## src/rtl/gpio_irq_pkg.sv

```systemverilog
// Package: shared constants and encodings for the GPIO interrupt port.
// Assumes a 32-bit register bus with byte addressing of word registers.
package gpio_irq_pkg;

    localparam int PORT_PINS = 32;
    localparam int BUS_AW    = 5;

    // Word index of each register (byte address bits [4:2]).
    typedef enum logic [2:0] {
        REG_DATA   = 3'd0,
        REG_DIR    = 3'd1,
        REG_PAD    = 3'd2,
        REG_MODE_L = 3'd3,
        REG_MODE_H = 3'd4,
        REG_MASK   = 3'd5,
        REG_STAT   = 3'd6,
        REG_ANYE   = 3'd7
    } reg_idx_e;

    // Per-pin trigger mode; the code values are software visible.
    typedef enum logic [1:0] {
        TRIG_LOW  = 2'b00,
        TRIG_HIGH = 2'b01,
        TRIG_RISE = 2'b10,
        TRIG_FALL = 2'b11
    } trig_mode_e;

endpackage

```

## src/rtl/gpio_in_sync.sv

```systemverilog
// Module: gpio_in_sync
// Brings asynchronous pad levels into the clock domain with two flops and
// keeps a third copy holding the synchronized value of the previous cycle.
// Assumes pads may change at any time; outputs are glitch-free registers.
module gpio_in_sync #(
    parameter int WIDTH = 32
) (
    input  logic             clk,
    input  logic             rst_n,
    input  logic [WIDTH-1:0] pad_in,
    output logic [WIDTH-1:0] sync_now,
    output logic [WIDTH-1:0] sync_prev
);

    logic [WIDTH-1:0] meta_q;
    logic [WIDTH-1:0] now_q;
    logic [WIDTH-1:0] prev_q;
    logic [1:0]       warm_q;

    // Synchronizer chain plus one-cycle history register.
    always_ff @(posedge clk) begin
        if (!rst_n) begin
            meta_q <= '0;
            now_q  <= '0;
            prev_q <= '0;
        end else begin
            meta_q <= pad_in;
            now_q  <= meta_q;
            prev_q <= now_q;
        end
    end

    // Counts the first cycles after reset so the latency check starts clean.
    always_ff @(posedge clk) begin
        if (!rst_n) begin
            warm_q <= 2'd0;
        end else if (warm_q != 2'd2) begin
            warm_q <= warm_q + 2'd1;
        end
    end

    assign sync_now  = now_q;
    assign sync_prev = prev_q;

    AST_SYNC_TWO_CLOCKS: assert property (@(posedge clk) disable iff (!rst_n)
        (warm_q == 2'd2) |-> (sync_now == $past(pad_in, 2)));

endmodule

```

## src/rtl/gpio_trig_detect.sv

```systemverilog
// Module: gpio_trig_detect
// Per-pin trigger decode: selects each pin's 2-bit mode from the low or high
// mode register and evaluates level or edge conditions; the any-edge bit
// overrides the mode. Purely combinational.
// Assumes WIDTH is even; pins below WIDTH/2 use the low mode register.
module gpio_trig_detect
    import gpio_irq_pkg::*;
#(
    parameter int WIDTH = 32
) (
    input  logic [WIDTH-1:0] sync_now,
    input  logic [WIDTH-1:0] sync_prev,
    input  logic [WIDTH-1:0] mode_lo,
    input  logic [WIDTH-1:0] mode_hi,
    input  logic [WIDTH-1:0] any_edge,
    output logic [WIDTH-1:0] trig,
    output logic [WIDTH-1:0] trig_is_level
);

    localparam int HALF = WIDTH / 2;

    for (genvar i = 0; i < WIDTH; i++) begin : g_pin
        logic [1:0] fld;
        logic       t_i;
        logic       lv_i;

        if (i < HALF) begin : g_lo
            assign fld = mode_lo[2*i +: 2];
        end else begin : g_hi
            assign fld = mode_hi[2*(i-HALF) +: 2];
        end

        // Evaluate this pin's trigger condition under its effective mode.
        always_comb begin
            t_i  = 1'b0;
            lv_i = 1'b0;
            if (any_edge[i]) begin
                t_i = sync_now[i] ^ sync_prev[i];
            end else begin
                case (trig_mode_e'(fld))
                    TRIG_LOW: begin
                        t_i  = ~sync_now[i];
                        lv_i = 1'b1;
                    end
                    TRIG_HIGH: begin
                        t_i  = sync_now[i];
                        lv_i = 1'b1;
                    end
                    TRIG_RISE: t_i = sync_now[i] & ~sync_prev[i];
                    default:   t_i = ~sync_now[i] & sync_prev[i];
                endcase
            end
        end

        assign trig[i]          = t_i;
        assign trig_is_level[i] = lv_i;
    end

endmodule

```

## src/rtl/gpio_stat_latch.sv

```systemverilog
// Module: gpio_stat_latch
// Sticky per-pin status with write-one-to-clear. A clear in the same cycle
// as an edge trigger loses; against a level trigger it wins for one cycle.
// Assumes clr is a one-cycle pulse vector from the register bus.
module gpio_stat_latch #(
    parameter int WIDTH = 32
) (
    input  logic             clk,
    input  logic             rst_n,
    input  logic [WIDTH-1:0] trig,
    input  logic [WIDTH-1:0] trig_is_level,
    input  logic [WIDTH-1:0] clr,
    output logic [WIDTH-1:0] status
);

    logic [WIDTH-1:0] stat_q;
    logic [WIDTH-1:0] stat_d;

    // Next status: keep uncleared bits, add triggers not overridden by a clear.
    always_comb begin
        stat_d = (stat_q & ~clr) | (trig & ~(clr & trig_is_level));
    end

    // Status register.
    always_ff @(posedge clk) begin
        if (!rst_n) begin
            stat_q <= '0;
        end else begin
            stat_q <= stat_d;
        end
    end

    assign status = stat_q;

    AST_CLEAR_TAKES: assert property (@(posedge clk) disable iff (!rst_n)
        (|(clr & ~trig)) |=> ((status & $past(clr & ~trig)) == '0));
    AST_BITS_STICKY: assert property (@(posedge clk) disable iff (!rst_n)
        (|(status & ~clr)) |=> ((status & $past(status & ~clr)) == $past(status & ~clr)));
    AST_EDGE_NOT_LOST: assert property (@(posedge clk) disable iff (!rst_n)
        (|(trig & ~trig_is_level)) |=> ((status & $past(trig & ~trig_is_level)) == $past(trig & ~trig_is_level)));
    AST_LEVEL_YIELDS: assert property (@(posedge clk) disable iff (!rst_n)
        (|(trig & trig_is_level & clr)) |=> ((status & $past(trig & trig_is_level & clr)) == '0));

endmodule

```

## src/rtl/gpio_irq_port.sv

```systemverilog
// Module: gpio_irq_port (top)
// 32-pin GPIO port: register bank on a simple bus, pad output drive,
// synchronized pad sampling, per-pin trigger detection, sticky status and a
// masked, OR-combined interrupt output.
// Assumes one bus write per clock, word-aligned accesses; reads are
// combinational on the address.
module gpio_irq_port
    import gpio_irq_pkg::*;
#(
    parameter int NPIN = PORT_PINS
) (
    input  logic              clk,
    input  logic              rst_n,
    input  logic [BUS_AW-1:0] bus_addr,
    input  logic              bus_we,
    input  logic [NPIN-1:0]   bus_wdata,
    output logic [NPIN-1:0]   bus_rdata,
    input  logic [NPIN-1:0]   pad_in,
    output logic [NPIN-1:0]   pad_out,
    output logic [NPIN-1:0]   pad_oe,
    output logic              irq
);

    logic [NPIN-1:0] dout_q;
    logic [NPIN-1:0] dir_q;
    logic [NPIN-1:0] mode_lo_q;
    logic [NPIN-1:0] mode_hi_q;
    logic [NPIN-1:0] mask_q;
    logic [NPIN-1:0] anye_q;
    logic [NPIN-1:0] sync_now;
    logic [NPIN-1:0] sync_prev;
    logic [NPIN-1:0] trig;
    logic [NPIN-1:0] trig_lv;
    logic [NPIN-1:0] status;
    logic [NPIN-1:0] clr_vec;
    logic            aligned;
    reg_idx_e        sel;

    assign aligned = (bus_addr[1:0] == 2'b00);
    assign sel     = reg_idx_e'(bus_addr[4:2]);

    // Writable configuration registers.
    always_ff @(posedge clk) begin
        if (!rst_n) begin
            dout_q    <= '0;
            dir_q     <= '0;
            mode_lo_q <= '0;
            mode_hi_q <= '0;
            mask_q    <= '0;
            anye_q    <= '0;
        end else if (bus_we && aligned) begin
            case (sel)
                REG_DATA:   dout_q    <= bus_wdata;
                REG_DIR:    dir_q     <= bus_wdata;
                REG_MODE_L: mode_lo_q <= bus_wdata;
                REG_MODE_H: mode_hi_q <= bus_wdata;
                REG_MASK:   mask_q    <= bus_wdata;
                REG_ANYE:   anye_q    <= bus_wdata;
                default:    ;
            endcase
        end
    end

    // Write-one-to-clear pulse towards the status latch.
    always_comb begin
        clr_vec = '0;
        if (bus_we && aligned && (sel == REG_STAT)) begin
            clr_vec = bus_wdata;
        end
    end

    // Read multiplexer.
    always_comb begin
        bus_rdata = '0;
        if (aligned) begin
            case (sel)
                REG_DATA:   bus_rdata = (dir_q & dout_q) | (~dir_q & sync_now);
                REG_DIR:    bus_rdata = dir_q;
                REG_PAD:    bus_rdata = sync_now;
                REG_MODE_L: bus_rdata = mode_lo_q;
                REG_MODE_H: bus_rdata = mode_hi_q;
                REG_MASK:   bus_rdata = mask_q;
                REG_STAT:   bus_rdata = status;
                default:    bus_rdata = anye_q;
            endcase
        end
    end

    gpio_in_sync #(.WIDTH(NPIN)) u_sync (
        .clk       (clk),
        .rst_n     (rst_n),
        .pad_in    (pad_in),
        .sync_now  (sync_now),
        .sync_prev (sync_prev)
    );

    gpio_trig_detect #(.WIDTH(NPIN)) u_detect (
        .sync_now      (sync_now),
        .sync_prev     (sync_prev),
        .mode_lo       (mode_lo_q),
        .mode_hi       (mode_hi_q),
        .any_edge      (anye_q),
        .trig          (trig),
        .trig_is_level (trig_lv)
    );

    gpio_stat_latch #(.WIDTH(NPIN)) u_stat (
        .clk           (clk),
        .rst_n         (rst_n),
        .trig          (trig),
        .trig_is_level (trig_lv),
        .clr           (clr_vec),
        .status        (status)
    );

    assign pad_out = dout_q;
    assign pad_oe  = dir_q;
    assign irq     = |(status & mask_q);

    AST_MASK_SILENCES: assert property (@(posedge clk) disable iff (!rst_n)
        (mask_q == '0) |-> !irq);
    AST_DIR_TO_OE: assert property (@(posedge clk) disable iff (!rst_n)
        (bus_we && aligned && (sel == REG_DIR)) |=> (pad_oe == $past(bus_wdata)));
    AST_MISALIGNED_INERT: assert property (@(posedge clk) disable iff (!rst_n)
        (bus_we && !aligned) |=> ($stable(pad_out) && $stable(pad_oe)));

endmodule

```

## config.mk

```make
export PLATFORM = sky130hd
export DESIGN_NAME = gpio_irq_port
export DESIGN_NICKNAME = d
export VERILOG_FILES = /design/src/rtl/gpio_irq_pkg.sv /design/src/rtl/gpio_in_sync.sv /design/src/rtl/gpio_trig_detect.sv /design/src/rtl/gpio_stat_latch.sv /design/src/rtl/gpio_irq_port.sv
export SDC_FILE = /design/constraint.sdc
export NUM_CORES = 1
export LEC_CHECK = 0
export BUFFER_PORTS_ARGS = -buffer_cell sky130_fd_sc_hd__buf_4
export CAP_MARGIN = 20
export CORE_UTILIZATION = 50
export CTS_CLUSTER_DIAMETER = 60
export DETAILED_ROUTE_END_ITERATION = 16
export GPL_ROUTABILITY_DRIVEN = 0
export PLACE_DENSITY = 0.69
export SYNTH_ARGS = -nofsm -noshare
export SYNTH_HDL_FRONTEND = slang
export SYNTH_SLANG_ARGS = --single-unit
```

## constraint.sdc

```tcl
create_clock -name clk -period 3.82 [get_ports clk]
set_clock_uncertainty 0.2 [all_clocks]
set_input_delay 0.191 -clock clk [delete_from_list [all_inputs] [get_ports clk]]
set_output_delay 0.191 -clock clk [all_outputs]
set_load 0.02 [all_outputs]
```

After elaboration in Yosys (flattened, before gate mapping)
Index checks and enable logic that the tools add are counted.
{"block": "word_totals", "word_cells": 458, "ff_bits": 320, "out_inout_bits": 97, "in_bits": 72}
{"block": "classes", "n_reduce_logical": 75, "mux": 131, "n_bitwise": 171, "eq_ne": 71}
{"op": "one-hot mux 32 bit (7 select lines)", "count": 1}
{"op": "bitwise AND 32 bit", "count": 6}
{"op": "2-to-1 mux 1 bit", "count": 96}
{"op": "NOT 32 bit", "count": 3}
{"op": "one-hot mux 1 bit (3 select lines)", "count": 32}
{"op": "logical NOT 2 bit", "count": 33}
{"op": "bitwise AND 1 bit", "count": 64}
{"op": "equality test 2 x 1 -> 1 bit (second input constant)", "count": 32}
{"op": "equality test 2 bit (second input constant)", "count": 32}
{"op": "2-to-1 mux 32 bit", "count": 2}
{"op": "NOT 1 bit", "count": 64}
{"op": "OR 32 bit", "count": 2}
{"op": "OR reduction 2 bit", "count": 32}
{"op": "OR reduction 32 bit", "count": 1}
{"op": "XOR 1 bit", "count": 32}
{"op": "equality test 3 bit (second input constant)", "count": 4}
{"op": "AND reduction 2 bit", "count": 6}
{"op": "equality test 3 x 2 -> 1 bit (second input constant)", "count": 2}
{"op": "equality test 3 x 1 -> 1 bit (second input constant)", "count": 1}
{"op": "logical NOT 3 bit", "count": 1}
{"op": "logical AND 1 bit", "count": 2}

Longest topological paths before layout
{"block": "depth", "depth_word": 8, "mapped_depth": 6, "mapped_depth_nobuf": 5}

Cells and area by module
Synthesis repeated with hierarchy kept, for this count alone.
{"block": "unflattened", "cells_unflattened": 1916, "hier_area_um2": 16397.0}
{"mod": "gpio_irq_port", "instances": 1, "cells_per_inst": 1166, "area_per_inst_um2": 9276.4, "seq_area_each_um2": 3843.7}
{"mod": "gpio_trig_detect", "instances": 1, "cells_per_inst": 416, "area_per_inst_um2": 3083.0, "seq_area_each_um2": 0.0}
{"mod": "gpio_in_sync", "instances": 1, "cells_per_inst": 202, "area_per_inst_um2": 2603.7, "seq_area_each_um2": 1921.8}
{"mod": "gpio_stat_latch", "instances": 1, "cells_per_inst": 132, "area_per_inst_um2": 1433.9, "seq_area_each_um2": 640.6}

Least setup slack after synthesis
Ideal clock, no wire load.
{"block": "synth_path", "path_kind": "input to output", "from": "in bus_addr[2]", "to": "out bus_rdata[20]", "arrival_ns": 1.346, "path_slack_ns": 2.083, "cell_stages": 5, "required_time_ns": 3.429, "path_buffers": 3, "cell_sequence": "buf_6 > or3_1 > buf_2 > buf_6 > o221ai_1"}
{"block": "synth_via", "elab_chain_len": 3, "word_cells_on_any_way": 9, "classes_between": "eq/ne (6); mux (2); reduce/logical (1)"}
{"element": "start, declared", "line_no": "gpio_irq_port.sv:14", "source": "input logic [BUS_AW-1:0] bus_addr,"}
{"element": "equality test 3 bit, or another cell as far along", "line_no": "gpio_irq_port.sv:76", "source": "case (sel)"}
{"element": "one-hot mux 32 bit (7 select lines) (*)", "line_no": "gpio_irq_port.sv:76"}
{"element": "2-to-1 mux 32 bit (*)", "line_no": "gpio_irq_port.sv:75", "source": "if (aligned) begin"}
{"element": "end, declared", "line_no": "gpio_irq_port.sv:17", "source": "output logic [NPIN-1:0] bus_rdata,"}
Every way passes the cells marked *; elsewhere a longest branch is shown, timed or not.

Worst setup path after layout
{"block": "layout_path", "from": "in bus_addr[3]", "to": "out bus_rdata[10]"}
The elaborated chain is that of the path after synthesis.

==> flow_summary_export.csv <==
group,metric,value,unit
floorplanning,floorplan.io_pins,169,
final_layout,flow.area_growth_from_synthesis,18.5,%
pwr,powerDensity,399,mW/mm^2
route,antenna_violating_nets_post_route,0,
pwr,worst_ir_drop_vdd,0.000287,V
yosys,synth-compound-area-share,24.1,%
outcome,run_status,"complete, no violations",
floorplanning,core-area,0.0335,mm^2
sta,timing.hold.ws,0.00256,ns
critical_path,critPathKind,"in -> out",
yosys,synth_enable_flop_cells,0,
yosys,synth_adder_area_share,4.70,%
final_layout,finalInstanceArea,0.0202,mm^2
route,wl_per_cell,23.5,um
yosys,syn-mean-instance-area,8.73,um^2
yosys,synth-simple-area-share,18.4,%
critical_path,required,3.43,ns
job,maxCapViolCount,0,
floorplanning,floorplan.rows,67,
yosys,synth-async-reset-ratio,0,%
yosys,synth-xor-area-share,1.65,%
sta,setup_tns,0,ns
placed_design,numPlacedInstances,2420,
route,via_count_of_the_routed_design,16300,
sta,final.period_utilization,72.5,%
yosys,flip_flop_and_latch_count_after_synthesis,320,
critical_path,slowest_stage,"sky130_fd_sc_hd__buf_4",
yosys,synth_top_family_by_area,"compound AO/OA/AOI/OAI gates",
pwr,clock_power_share,46.6,%
sta,finalCriticalPeriod,2.77,ns
sta,grt_setup_unrepaired,"false",
grt,grt-ovfl-total,0,
critical_path,cp_cell_sequence,"buf_4 -> buf_4 -> nand3_2 -> buf_4 -> o21ai_0 -> o221ai_1 -> buf_4",
pwr,switching_power,2.09,mW
clock_tree,clock_tree.buffer_depth,3,
placed_design,place_area,0.0182,mm^2
grt,track_usage,33.6,%
final_layout,layout_nets,2214,
critical_path,critical-path-top-cell-by-count,"sky130_fd_sc_hd__buf_4",
final_layout,post_route_cells_drive_above_1_share,14.3,%
placed_design,place.port_buffers,168,
pwr,internal-power,5.97,mW
yosys,synth_flop_cell,"sky130_fd_sc_hd__dfxtp_1",
yosys,synthCells,1951,
floorplanning,chipWidth,187,um
placed_design,detailedPlacementHpwl,38.0,mm
floorplanning,die_area,0.0348,mm^2
route,detail_route.vias_per_cell,6.40,
clock_tree,maximum_level_of_the_cts_h_tree,2,
clock_tree,ctsRootBufferMaster,"sky130_fd_sc_hd__clkbuf_16",
critical_path,setup.worst_path.start,"bus_addr[3]",
critical_path,timing.rr.start,"u_sync.sync_now[7]",
worst_hold_path,holdCritStartpoint,"rst_n",
yosys,mapped_cell_area,0.0170,mm^2
grt,global_route_wire_length_before_repair,92.2,mm
critical_path,crit_fanout,73,
clock_tree,cts_repair_resize_count,0,
floorplanning,initial_core_util,50.8,%
yosys,syn_nets,2087,
route,drt_pass1_iterations,6,
sta,final-max-slew-violation-count,0,
yosys,synth.area.mux_share,5.71,%
sta,max_freq,361,MHz
critical_path,critical_path.startpoint_type,"input pin",
critical_path,reg2reg_setup_slack,2.34,ns
route,detail_route.drc_violations,0,
yosys,synthesis.yosys.warnings,0,
clock_tree,clock_sink_count,320,
yosys,ys_types,52,
route,drt_iter0_drc,2120,
pwr,p_leak,7.24,nW
route,routed_wirelength,59.9,mm
sta,worst_pin_slew,0.938,ns
floorplanning,die-height,187,um
sta,slew_headroom,37.4,%
yosys,yosysSeqAreaShare,37.6,%
clock_tree,clock_tree_from_tritoncts,"yes",
grt,grt_max_degree,139,
grt,antenna_violations_before_repair,0,
critical_path,type_of_destination_of_the_critical_path,"primary output",
pwr,power,8.06,mW
clock_tree,clock_latency,0.54,ns
sta,setup_viol_count_final,0,
pwr,power.share.sequential,43.6,%
sta,final-hold-violation-count,0,
final_layout,num_antenna_cells,0,
clock_tree,cts.reportedPaths.clkPinSlew,0.06,ns
pwr,comb_power_share,9.8,%
critical_path,cpPeakStageDelay,0.58,ns
critical_path,worstPathArrival,2.38,ns
final_layout,layout.cells.non_filler,2553,
grt,vias_in_the_first_global_route,15700,
clock_tree,total_clock_buffers_created_by_cts,39,
worst_hold_path,worst_hold_path_type,"in -> reg",
pwr,switching_share,25.9,%
-- power groups by stage --
stage | logic [mW] | registers [mW] | clock network [mW]
6_report | 0.793 | 3.51 | 3.76
5_1_grt | 0.838 | 3.51 | 3.93
4_1_cts | 0.767 | 3.51 | 3.80
3_5_place_dp | 0.711 | 3.58 | 0
3_3_place_gp | 0.696 | 3.58 | 0
2_1_floorplan | 0.452 | 3.54 | 0
-- layer usage --
metal / wire, um / vias up / track usage [%] / share of wire, %
li1: - / 7257 / - / -
met1: 24000 / 7881 / 44.1 / 40
met2: 26500 / 998 / 52.3 / 44
met3: 6550 / 194 / 7.26 / 11
met4: 2830 / 0 / 16.2 / 4.7
met5: 0 / - / 0 / 0
-- synth_stat cells, types with 6 or more instances --
cell                        instances  share of area [%]
sky130_fd_sc_hd__a211o_1           31                1.6
sky130_fd_sc_hd__a21boi_0           8               0.35
sky130_fd_sc_hd__a21boi_1         120                5.3
sky130_fd_sc_hd__a21oi_1           33               0.97
sky130_fd_sc_hd__a22oi_1           16               0.71
sky130_fd_sc_hd__a32oi_1           62                3.2
sky130_fd_sc_hd__and2_1            97                3.6
sky130_fd_sc_hd__and4b_1           31                1.8
sky130_fd_sc_hd__buf_2             49                1.4
sky130_fd_sc_hd__buf_4             15               0.66
sky130_fd_sc_hd__buf_6             18                1.2
sky130_fd_sc_hd__clkbuf_1          86                1.9
sky130_fd_sc_hd__clkbuf_2           6               0.18
sky130_fd_sc_hd__dfxtp_1          320                 38
sky130_fd_sc_hd__ha_1              64                4.7
sky130_fd_sc_hd__inv_1             97                2.1
sky130_fd_sc_hd__mux2i_1           96                5.6
sky130_fd_sc_hd__nand2_1          129                2.8
sky130_fd_sc_hd__nand2b_1          64                2.4
sky130_fd_sc_hd__nand3_1          159                4.7
sky130_fd_sc_hd__nor2_1            34               0.75
sky130_fd_sc_hd__o211ai_1          32                1.4
sky130_fd_sc_hd__o21ai_0          160                4.7
sky130_fd_sc_hd__o221ai_1          31                1.6
sky130_fd_sc_hd__o22ai_1           32                1.2
sky130_fd_sc_hd__o2bb2ai_1         32                1.6
sky130_fd_sc_hd__o31ai_1           32                1.4
sky130_fd_sc_hd__or2_1             13               0.48
sky130_fd_sc_hd__or2_2             18               0.66
sky130_fd_sc_hd__xnor2_1           32                1.6
-- state kept, by name, indices dropped and copies added (netlist names) --
name	count
u_stat.status	32
u_sync.sync_now	32
pad_out	32
pad_oe	32
anye_q	32
u_sync.meta_q	32
mode_lo_q	32
u_sync.sync_prev	32
mask_q	32
mode_hi_q	32
-- area by class of cell --
type | instances | area (um^2)
multi-input cells | 1354 | 9320
well taps | 448 | 561
fillers | 2925 | 13400
inverters | 97 | 364
flip-flops and latches | 320 | 6410
clock buffers | 49 | 1090
clock inverters | 19 | 206
repair buffers | 266 | 2220
-- per-stage QoR --
stage,utilization [%],setup WS (ns)
after floorplan,-,2.08
after global placement,54.3,1.03
after detailed placement,54.3,1.01
after CTS,60.1,0.991
after global routing,60.2,0.929
final,60.2,1.05
-- cell families after synthesis --
kind of cell / Yosys count
buffers and inverters: 277
xor gates and xnor gates: 32
DFF: 320
muxes: 97
and+or+nand+nor: 570
AOI/OAI and AO/OA: 591
adders and majority gates: 64
-- cell usage in the layout (no fill, tap or decap), types with 32 or more instances in the layout --
cell                            count
sky130_fd_sc_hd__a21boi_1         120
sky130_fd_sc_hd__and2_1            98
sky130_fd_sc_hd__inv_1             97
sky130_fd_sc_hd__a32oi_1           62
sky130_fd_sc_hd__nor2_1            32
sky130_fd_sc_hd__nand3_1          159
sky130_fd_sc_hd__clkbuf_16         40
sky130_fd_sc_hd__ha_1              64
sky130_fd_sc_hd__o22ai_1           32
sky130_fd_sc_hd__o21ai_0          160
sky130_fd_sc_hd__o2bb2ai_1         32
sky130_fd_sc_hd__nand2b_1          64
sky130_fd_sc_hd__dlygate4sd3_1     64
sky130_fd_sc_hd__nand2_1          129
sky130_fd_sc_hd__o211ai_1          32
sky130_fd_sc_hd__buf_4            196
sky130_fd_sc_hd__a21oi_1           33
sky130_fd_sc_hd__o31ai_1           32
sky130_fd_sc_hd__mux2i_1           96
sky130_fd_sc_hd__dfxtp_1          320
sky130_fd_sc_hd__xnor2_1           32
-- worst max-delay path: cells and delay by family --
family | cells | cell delay [ns]
and+or+nand+nor | 1 | 0.13
AOI/OAI and AO/OA | 2 | 0.42
buffers and inverters | 4 | 1.59
-- worst paths after layout --
| kind | endpoint | cells past startpoint |
|---|---|---|
| max reg2reg | u_stat.status[7] | 5 |
| min | pad_out[24] | 2 |
| max | bus_rdata[10] | 7 |
| min reg2reg | u_sync.sync_now[1] | 1 |
-- what timing repair did --
action,in CTS,in global routing
endpoints found under the hold margin,256,0
setup buffers,0,0
hold buffers,64,0
Note: power is estimated with default switching activity, not from simulation.
